`src/rtl/wrf_pkg.sv`:
```
`timescale 1ns/1ps
package wrf_pkg;
   localparam int unsigned LOG_REGS  = 16;
   localparam int unsigned LOG_W     = 4;
   localparam int unsigned GROUP_SZ  = 4;
   localparam int unsigned WIN_GRPS  = LOG_REGS / GROUP_SZ;

   typedef enum logic [1:0] {
      ROT_NONE = 2'd0,
      ROT_4    = 2'd1,
      ROT_8    = 2'd2,
      ROT_12   = 2'd3
   } rot_amt_e;
endpackage

```
`src/rtl/wrf_index_map.sv`:
```
`timescale 1ns/1ps
module wrf_index_map #(
   parameter int unsigned PHYS_REGS = 64,
   localparam int unsigned PHYS_W   = $clog2(PHYS_REGS),
   localparam int unsigned BASE_W   = PHYS_W - 2
) (
   input  logic [BASE_W-1:0]          base,
   input  logic [wrf_pkg::LOG_W-1:0]  lidx,
   output logic [PHYS_W-1:0]          pidx
);
   // wraps modulo PHYS_REGS because PHYS_REGS is a power of two
   always_comb begin
      pidx = {base, 2'b00} + PHYS_W'(lidx);
   end
endmodule

```
`src/rtl/wrf_storage.sv`:
```
`timescale 1ns/1ps
module wrf_storage #(
   parameter int unsigned DATA_W    = 32,
   parameter int unsigned PHYS_REGS = 64,
   parameter int unsigned RD_PORTS  = 2,
   localparam int unsigned PHYS_W   = $clog2(PHYS_REGS)
) (
   input  logic                              clk,
   input  logic                              rst,
   input  logic                              wr_en,
   input  logic [PHYS_W-1:0]                 wr_pidx,
   input  logic [DATA_W-1:0]                 wr_data,
   input  logic [RD_PORTS-1:0][PHYS_W-1:0]   rd_pidx,
   output logic [RD_PORTS-1:0][DATA_W-1:0]   rd_data
);
   logic [DATA_W-1:0] regs_q [PHYS_REGS];

   always_ff @(posedge clk) begin
      if (rst) begin
         for (int i = 0; i < PHYS_REGS; i++) regs_q[i] <= '0;
      end else if (wr_en) begin
         regs_q[wr_pidx] <= wr_data;
      end
   end

   for (genvar p = 0; p < RD_PORTS; p++) begin : g_rd
      assign rd_data[p] = regs_q[rd_pidx[p]];
   end
endmodule

```
`src/rtl/wrf_window_ctrl.sv`:
```
`timescale 1ns/1ps
module wrf_window_ctrl #(
   parameter int unsigned GROUPS     = 16,
   parameter int unsigned HIST_DEPTH = 8,
   localparam int unsigned BASE_W    = $clog2(GROUPS),
   localparam int unsigned CNT_W     = $clog2(HIST_DEPTH + 1),
   localparam int unsigned PTR_W     = $clog2(HIST_DEPTH),
   localparam int unsigned SUM_W     = $clog2(HIST_DEPTH * 3 + GROUPS + 8)
) (
   input  logic              clk,
   input  logic              rst,
   input  logic              rot_en,
   input  logic [1:0]        rot_amt,
   input  logic              ret_en,
   output logic [BASE_W-1:0] base,
   output logic [CNT_W-1:0]  hist_cnt,
   output logic              ovf_flag,
   output logic              unf_flag
);
   import wrf_pkg::*;

   logic [1:0]       stk_q [HIST_DEPTH];
   logic [BASE_W-1:0] base_q;
   logic [CNT_W-1:0]  cnt_q;
   logic [SUM_W-1:0]  sum_q;
   logic              ovf_q, unf_q;

   logic              rot_req, ret_req, hist_full, hist_empty;
   logic              ovf_cond, unf_cond;
   logic [SUM_W-1:0]  need_grps;
   logic [PTR_W-1:0]  push_ptr, top_ptr;
   logic [1:0]        top_amt;

   always_comb begin
      rot_req    = rot_en && (rot_amt_e'(rot_amt) != ROT_NONE);
      ret_req    = ret_en && !rot_en;
      hist_full  = (cnt_q == CNT_W'(HIST_DEPTH));
      hist_empty = (cnt_q == '0);
      need_grps  = sum_q + SUM_W'(rot_amt) + SUM_W'(WIN_GRPS);
      ovf_cond   = rot_req && (hist_full || (need_grps > SUM_W'(GROUPS)));
      unf_cond   = ret_req && hist_empty;
      push_ptr   = PTR_W'(cnt_q);
      top_ptr    = PTR_W'(cnt_q - CNT_W'(1));
      top_amt    = stk_q[top_ptr];
   end

   always_ff @(posedge clk) begin
      if (rst) begin
         base_q <= '0;
         cnt_q  <= '0;
         sum_q  <= '0;
         ovf_q  <= 1'b0;
         unf_q  <= 1'b0;
         for (int i = 0; i < HIST_DEPTH; i++) stk_q[i] <= '0;
      end else begin
         ovf_q <= ovf_cond;
         unf_q <= unf_cond;
         if (rot_req && !ovf_cond) begin
            stk_q[push_ptr] <= rot_amt;
            cnt_q           <= cnt_q + CNT_W'(1);
            sum_q           <= sum_q + SUM_W'(rot_amt);
            base_q          <= base_q + BASE_W'(rot_amt);
         end else if (ret_req && !unf_cond) begin
            cnt_q  <= cnt_q - CNT_W'(1);
            sum_q  <= sum_q - SUM_W'(top_amt);
            base_q <= base_q - BASE_W'(top_amt);
         end
      end
   end

   assign base     = base_q;
   assign hist_cnt = cnt_q;
   assign ovf_flag = ovf_q;
   assign unf_flag = unf_q;
endmodule

```
`src/rtl/winreg_file.sv`:
```
`timescale 1ns/1ps
module winreg_file #(
   parameter int unsigned DATA_W     = 32,
   parameter int unsigned PHYS_REGS  = 64,
   parameter int unsigned HIST_DEPTH = 8
) (
   input  logic              clk,
   input  logic              rst,
   input  logic [3:0]        rd0_lidx,
   output logic [DATA_W-1:0] rd0_data,
   input  logic [3:0]        rd1_lidx,
   output logic [DATA_W-1:0] rd1_data,
   input  logic              wr_en,
   input  logic [3:0]        wr_lidx,
   input  logic [DATA_W-1:0] wr_data,
   input  logic              rot_en,
   input  logic [1:0]        rot_amt,
   input  logic              ret_en,
   output logic              ovf_flag,
   output logic              unf_flag
);
   localparam int unsigned PHYS_W = $clog2(PHYS_REGS);
   localparam int unsigned GROUPS = PHYS_REGS / wrf_pkg::GROUP_SZ;
   localparam int unsigned BASE_W = $clog2(GROUPS);
   localparam int unsigned CNT_W  = $clog2(HIST_DEPTH + 1);
   localparam int unsigned N_MAP  = 3;  // two read ports, one write port

   if (PHYS_REGS != 32 && PHYS_REGS != 64) begin : g_bad_phys
      $error("PHYS_REGS must be 32 or 64");
   end
   if (HIST_DEPTH < 2 || (HIST_DEPTH & (HIST_DEPTH - 1)) != 0) begin : g_bad_depth
      $error("HIST_DEPTH must be a power of two, at least 2");
   end
   if (DATA_W < 1) begin : g_bad_width
      $error("DATA_W must be positive");
   end

   logic [BASE_W-1:0]             win_base;
   logic [CNT_W-1:0]              hist_cnt;
   logic [N_MAP-1:0][3:0]         map_lidx;
   logic [N_MAP-1:0][PHYS_W-1:0]  map_pidx;
   logic [1:0][PHYS_W-1:0]        rd_pidx;
   logic [1:0][DATA_W-1:0]        rd_data;

   assign map_lidx[0] = rd0_lidx;
   assign map_lidx[1] = rd1_lidx;
   assign map_lidx[2] = wr_lidx;

   for (genvar m = 0; m < N_MAP; m++) begin : g_map
      wrf_index_map #(.PHYS_REGS(PHYS_REGS)) u_map (
         .base (win_base),
         .lidx (map_lidx[m]),
         .pidx (map_pidx[m])
      );
   end

   assign rd_pidx[0] = map_pidx[0];
   assign rd_pidx[1] = map_pidx[1];

   wrf_window_ctrl #(.GROUPS(GROUPS), .HIST_DEPTH(HIST_DEPTH)) u_ctrl (
      .clk      (clk),
      .rst      (rst),
      .rot_en   (rot_en),
      .rot_amt  (rot_amt),
      .ret_en   (ret_en),
      .base     (win_base),
      .hist_cnt (hist_cnt),
      .ovf_flag (ovf_flag),
      .unf_flag (unf_flag)
   );

   wrf_storage #(.DATA_W(DATA_W), .PHYS_REGS(PHYS_REGS), .RD_PORTS(2)) u_store (
      .clk     (clk),
      .rst     (rst),
      .wr_en   (wr_en),
      .wr_pidx (map_pidx[2]),
      .wr_data (wr_data),
      .rd_pidx (rd_pidx),
      .rd_data (rd_data)
   );

   assign rd0_data = rd_data[0];
   assign rd1_data = rd_data[1];
endmodule

```
`config.mk`:
```
export PLATFORM = sky130hd
export DESIGN_NAME = winreg_file
export DESIGN_NICKNAME = d
export VERILOG_FILES = /design/src/rtl/wrf_pkg.sv /design/src/rtl/wrf_index_map.sv /design/src/rtl/wrf_storage.sv /design/src/rtl/wrf_window_ctrl.sv /design/src/rtl/winreg_file.sv
export SDC_FILE = /design/constraint.sdc
export NUM_CORES = 2
export LEC_CHECK = 0
export ABC_AREA = 1
export BUFFER_PORTS_ARGS = -buffer_cell sky130_fd_sc_hd__buf_2
export CAP_MARGIN = 20
export CELL_PAD_IN_SITES_DETAIL_PLACEMENT = 1
export CELL_PAD_IN_SITES_GLOBAL_PLACEMENT = 2
export CORE_MARGIN = 2
export CORE_UTILIZATION = 43
export CTS_BUF_LIST = sky130_fd_sc_hd__clkbuf_16
export DETAILED_ROUTE_END_ITERATION = 8
export GPL_ROUTABILITY_DRIVEN = 0
export PLACE_DENSITY_LB_ADDON = 0.1
export SLEW_MARGIN = 20
export SYNTH_ARGS = -nofsm -noshare
export SYNTH_HDL_FRONTEND = slang
export SYNTH_SLANG_ARGS = --single-unit
export TNS_END_PERCENT = 30
```
`constraint.sdc`:
```
create_clock -name clk -period 6.6 [get_ports clk]
set_input_delay 1.32 -clock clk [delete_from_list [all_inputs] [get_ports clk]]
set_output_delay 1.32 -clock clk [all_outputs]
set_load 0.02 [all_outputs]
```
-- After elaboration in Yosys (flattened, before gate mapping)
Memories as Yosys holds them, arrays and structs flattened.
Index checks and enable logic that the tools add are counted.
- bits in writable memories: 2064
- bits of input ports: 51
- output and inout port bits: 66
- memories kept: 2
- register bits: 16
- logic and storage cells: 54
- add/sub/neg operators: 10
- reduce and logical (&&, ||, !) cells: 15
- equality and inequality tests: 1
- order comparisons: 1
- mux-type cells: 20
- memories (name ; depth ; bits a word ; read ports ; clocked after Yosys merged registers in ; wr ports ; line ; RTL):
    u_store.regs_q ; 64 ; 32 ; 2 ; 0 ; 64 ; wrf_storage.sv:16 ; logic [DATA_W-1:0] regs_q [PHYS_REGS];
    u_ctrl.stk_q ; 8 ; 2 ; 1 ; 0 ; 8 ; wrf_window_ctrl.sv:22 ; logic [1:0] stk_q [HIST_DEPTH];
- operators by type and width (cell ; number):
    2-to-1 mux 32 bit ; 1
    OR reduction 32 bit ; 1
    adder 6 x 4 -> 6 bit ; 3
    2-to-1 mux 6 bit ; 3
    2-to-1 mux 4 bit ; 4
    2-to-1 mux 1 bit ; 10
    adder 6 x 2 -> 6 bit ; 1
    adder 6 x 3 -> 6 bit, second input constant ; 1
    > comparator 6 x 5 -> 1 bit, second input constant ; 1
    logical AND 1 bit ; 6
    subtractor 6 x 2 -> 6 bit ; 1
    adder 4 x 1 -> 4 bit, second input constant ; 1
    adder 4 x 2 -> 4 bit ; 1
    == test 4 bit, second input constant ; 1
    logical NOT 4 bit ; 1
    nonzero test 2 bit ; 2
    subtractor 4 x 1 -> 4 bit, second input constant ; 1
    subtractor 4 x 2 -> 4 bit ; 1
    logical NOT 1 bit ; 3
    2-to-1 mux 3 bit ; 1
    2-to-1 mux 2 bit ; 1
    OR reduction 2 bit ; 1
    logical OR 1 bit ; 1

-- Logic depth before layout (Yosys ltp)
- depth in word-level cells: 12
- depth in mapped cells: 23
- gate-level depth less buffers: 23

-- Cells and area by module
From an unflattened synthesis, not the netlist that was laid out.
- cell total of the unflattened synthesis: 14227
- area, all modules: 113482.6 µm²
- modules (own cells, without submodules) (module ; times used ; cells each ; area an instance (µm²) ; sequential area each (µm²)):
    wrf_storage ; 1 ; 13915 ; 111066.5 ; 61499.0
    wrf_window_ctrl ; 1 ; 267 ; 2097.0 ; 800.8
    wrf_index_map ; 3 ; 15 ; 106.4 ; 0.0

-- Least setup slack after synthesis
No wires, ideal clock.
- kind: input -> output
- start point: input rd1_lidx[2]
- end point: output rd1_data[16]
- slack: 1850 ps
- data required time: 5280 ps
- buffers on the path: 3
- stages: 10
- arrival time: 3430 ps
- cell sequence: ha_1 > fa_1 > inv_1 > clkbuf_1 > clkbuf_1 > clkbuf_1 > o21ai_0 > o211ai_1 > nand3_1 > o21ai_0
- word-level cells in the longest chain between the ends: 2
- ends and longest elaborated chain (what ; line ; RTL):
    start: declaration ; winreg_file.sv:11 ; input logic [3:0] rd1_lidx,
    adder 6 x 4 -> 6 bit ; wrf_index_map.sv:13 ; pidx = {base, 2'b00} + PHYS_W'(lidx);
    memory (64 x 32 bit) ; n/a ;
    end: declaration ; winreg_file.sv:12 ; output logic [DATA_W-1:0] rd1_data,
No other way between the ends.

-- Worst setup path in the final report
- start point: register u_ctrl.base_q[1] (netlist: u_ctrl.base[1])
- end point: output rd1_data[24]
- word-level cells in the longest chain between the ends: 2
- ends and longest elaborated chain (what ; line ; RTL):
    start: declaration ; wrf_window_ctrl.sv:23 ; logic [BASE_W-1:0] base_q;
    start signal: assignment ; wrf_window_ctrl.sv:62 ; base_q <= base_q + BASE_W'(rot_amt);
    start signal: assignment ; wrf_window_ctrl.sv:66 ; base_q <= base_q - BASE_W'(top_amt);
    adder 6 x 4 -> 6 bit ; wrf_index_map.sv:13 ;
    memory (64 x 32 bit) ; n/a ;
No other way between the ends.

==> flow_metrics.env <==
export IMPL_die_width_um=513
export IMPL_core_area_um2=257000
export IMPL_wl_per_cell_um=36.0
export IMPL_worst_ep_arrival_time_ps=5350
export IMPL_antenna_violations_before_repair=33
export IMPL_max_slew_worst_pin_slew_ps=1340
export IMPL_sw_frac=0.416
export IMPL_hp_class="reg2reg"
export IMPL_setup_viol=9
export IMPL_hold_viol_final=0
export IMPL_postLayoutCoreUtil=0.484
export IMPL_seq_area_frac_synth=0.560
export IMPL_grt_setup_unrepaired="true"
export IMPL_worst_setup_start_kind="register"
export IMPL_placement_cell_area_um2=117000
export IMPL_synth_net_count=12900
export IMPL_finalWirelength_um=579000
export IMPL_post_route_setup_slack_ps=-72.8
export IMPL_grt_pass1_vias=108000
export IMPL_detailed_place_hpwl_um=355000
export IMPL_register_clock_pin_slew_on_the_reported_worst_setup_and_hold_paths_ps=60
export IMPL_postSynthRegisterBits=2080
export IMPL_layout_cell_area_non_filler_um2=124000
export IMPL_grt_start_max_net_pins=136
export IMPL_port_buffers=116
export IMPL_r2r_start="u_ctrl.base[0]$_SDFFE_PP0P_"
export IMPL_gr_total_overflow=0
export IMPL_power_switching_mw=18.4
export IMPL_critical_path_cell_chain="buf_4 > ha_1 > nand2_1 > inv_1 > o21ai_1 > xor2_4 > buf_4 > o21ai_0 > o21ai_1 > buf_4 > buf_2"
export IMPL_critical_path_most_common_cell="buf_4"
export IMPL_p_clk_frac=0.289
export IMPL_timing_final_crit_period_ps=6670
export IMPL_grt_usage=0.426
export IMPL_timing_hold_ws_ps=521
export IMPL_hold_buffers=0
export IMPL_preCtsSetupSlack_ps=59.3
export IMPL_timing_critical_path_slowest_stage_cell="dfxtp_2"
export IMPL_cts_sinks=2080
export IMPL_outcome="finished, violations left"
export IMPL_leakagePower_nw=46.4
export IMPL_area_growth_synth_to_final_pct=11.9
export IMPL_endpoint_kind="primary output"
export IMPL_critical_path_max_stage_delay_ps=690
export IMPL_hp_start="u_ctrl.sum_q[0]$_SDFFE_PP0P_"
export IMPL_cts_max_level=4
export IMPL_worstHoldPathCells=2
export IMPL_grt_pass1_wl_um=803000
export IMPL_cellInternalPower_mw=25.9
export IMPL_worst_setup_path_type="reg2out"
export IMPL_slew_limit_headroom=0.101
export IMPL_r2r_cells=8
export IMPL_placement_rows=186
export IMPL_final_max_slew_violation_count=0
export IMPL_comb_power_share=0.359
export IMPL_detail_route_vias_per_cell=6.83
export IMPL_avgSynthCellArea_um2=8.67
export IMPL_crit_buf_inv=5
export IMPL_ys_warnings_count=0
export IMPL_pwr_share_seq=0.352
export IMPL_ir_worst_vdd_mv=0.370
export IMPL_maxClockFrequency_mhz=150
export IMPL_detail_route_first_pass_iterations=6
export IMPL_min_to="u_ctrl.sum_q[0]$_SDFFE_PP0P_"
export IMPL_fraction_of_layout_instances_using_a_drive_strength_above_1=0.117
export IMPL_finClkSkew_ps=23.8
export IMPL_cts_max_path_buffers=3
export IMPL_power_density_nw_per_um2=356
export IMPL_reg2reg_capture_point="u_store.regs_q[29][12]$_SDFFCE_PN0P_"
export IMPL_drtIter0Drc=16800
export IMPL_final_nets=12600
export IMPL_timing_critical_path_fanout_max=32
export IMPL_ios=117
export IMPL_die_h_um=513
export IMPL_total_die_area_um2=263000
export IMPL_cts_made_buffers=235
export IMPL_clock_latency_ps=920
export IMPL_antenna_nets_post_route=0
export IMPL_maxCapViolations=0
export IMPL_synth_lib_cells_used_distinct=40
export IMPL_post_synth_inst_count=12800
export IMPL_floorplan_initialDensity=0.433
export IMPL_detailroute_via_count=110000
export IMPL_netlist_area_um2=111000
export IMPL_worst_ep_required_time_ps=5280
export IMPL_drt_drc_violations_left=0
export IMPL_violations="negative setup slack"
export IMPL_period_share=1.01
export IMPL_critPathTopFamily="compound AO/OA/AOI/OAI gates"
export IMPL_worst_r2r_setup_slack_ps=1690
export IMPL_tritoncts_clock_tree="yes"
export IMPL_cell_chosen_for_the_clock_root="clkbuf_16"
==> routing by layer <==
| metal | GRT usage | vias up | share of wire |
|---|---|---|---|
| met3 | 0.0957 | 1912 | 0.12 |
| met1 | 0.540 | 56000 | 0.36 |
| met5 | 0 | - | 0.00012 |
| met4 | 0.305 | 10 | 0.084 |
| li1 | - | 44200 | - |
| met2 | 0.645 | 7797 | 0.43 |
==> cells in the final DEF, fill, tap and decap left out, types with 6 or more instances in the layout <==
cell,synthesis,layout
a21oi_1,50,50
and2_1,6,6
buf_12,0,129
buf_2,243,112
buf_4,3,478
bufinv_16,0,16
clkbuf_16,0,238
clkinv_1,6,73
clkinv_2,0,46
dfxtp_1,16,14
diode_2,0,13
edfxtp_1,2064,2064
ha_1,16,14
inv_1,53,105
inv_2,36,27
nand2_1,804,708
nand2_2,0,96
nand2_4,32,32
nand3_1,382,380
nor2_1,4180,4172
nor2_2,240,248
nor3_1,16,15
o211ai_1,22,22
o21ai_0,2417,2407
o21ai_1,0,10
o21bai_1,7,7
o221ai_1,6,6
o22ai_1,1132,1131
or2_2,14,14
==> registers in the layout (all words and copies together) (netlist names) <==
register         flops
u_ctrl.stk_q        16
u_ctrl.sum_q         6
u_ctrl.base          4
u_ctrl.hist_cnt      4
u_store.regs_q    2048
u_ctrl.ovf_flag      1
u_ctrl.unf_flag      1
==> layout make-up <==
cell class	count	area [um2]
multi-input cells	9363	43400
inverters	95	433
well taps	3384	4230
fillers	29400	132000
flip-flops and latches	2080	62300
repair buffers	723	6790
clock inverters	193	1280
diodes	13	32.5
clock buffers	238	5960
==> metrics by stage <==
stage | power [mW] | instances | setup TNS (ps)
global placement | 30.5 | 15600 | -239
detailed placement | 30.7 | 15600 | 0
floorplan | 22.2 | 12800 | 0
CTS | 43.3 | 16100 | 0
finish | 44.3 | 16100 | -371
global route | 44.8 | 16100 | 0
==> repair_timing <==
action                                  CTS  global route
resized for setup                         6             5
gates cloned                              0             0
endpoints found under the setup margin   19             4
pin swaps                                 0             1
buffers inserted                          0             0
==> cells by family (layout without fill, tap and decap cells) <==
family	Yosys count	after routing	share of synthesized area
and+or+nand+nor	5687	5687	0.205
buffers and inverters	1380	1249	0.0527
adders and majority gates	22	22	0.00288
DFF	2080	2080	0.560
other	0	13	0
AOI/OAI and AO/OA	3642	3642	0.178
xor gates and xnor gates	12	12	0.00128
==> tightest hold or removal path, stage by stage, from the launching register on <==
cell and delay [ps]:
dfxtp_1 330, nand2_1 70, a31oi_1 70
==> Yosys cell counts, drive strengths merged <==
cell	number	share of area
nor2	4420	0.15
o21ai	2418	0.11
edfxtp	2064	0.56
o22ai	1132	0.064
clkbuf	941	0.032
nand2	836	0.030
nand3	382	0.017
buf	344	0.018
inv	89	0.0030
a21oi	50	0.0023
nor3	22	0.0015
o211ai	22	0.0015
dfxtp	16	0.0029
ha	16	0.0018
or2	14	0.00079
xor2	8	0.00080
o21bai	7	0.00047
and2	6	0.00034
clkinv	6	0.00020
fa	6	0.0011
o221ai	6	0.00047
a31oi	4	0.00022
nand4	4	0.00022
xnor2	4	0.00048
a211oi	2	0.00013
and3	2	0.00011
nor4	1	0.000056
o2111ai	1	0.000079
==> power groups by stage <==
stage	clock network (mW)	registers, mW	logic [mW]
after floorplan	0	15.7	6.49
after global placement	0	15.8	14.7
after detailed placement	0	15.8	14.8
after CTS	12.8	15.6	14.9
after global routing	13.3	15.6	15.9
final	12.8	15.6	15.9
==> worst max path at each step <==
| stage | from | endpoint | slack, ps | cells past startpoint |
|---|---|---|---|---|
| floorplan | rd1_lidx[2] | rd1_data[16] | 1850 | 10 |
| global placement | rd0_lidx[2] | rd0_data[11] | -140 | 12 |
| detailed placement | rd1_lidx[2] | rd1_data[3] | 60 | 10 |
| CTS | u_ctrl.base[1]$_SDFFE_PP0P_ | rd1_data[3] | 30 | 11 |
| global route | rd1_lidx[1] | rd1_data[23] | 40 | 12 |
| finish | u_ctrl.base[1]$_SDFFE_PP0P_ | rd1_data[24] | -70 | 11 |
(Power assumes the default switching activity.)
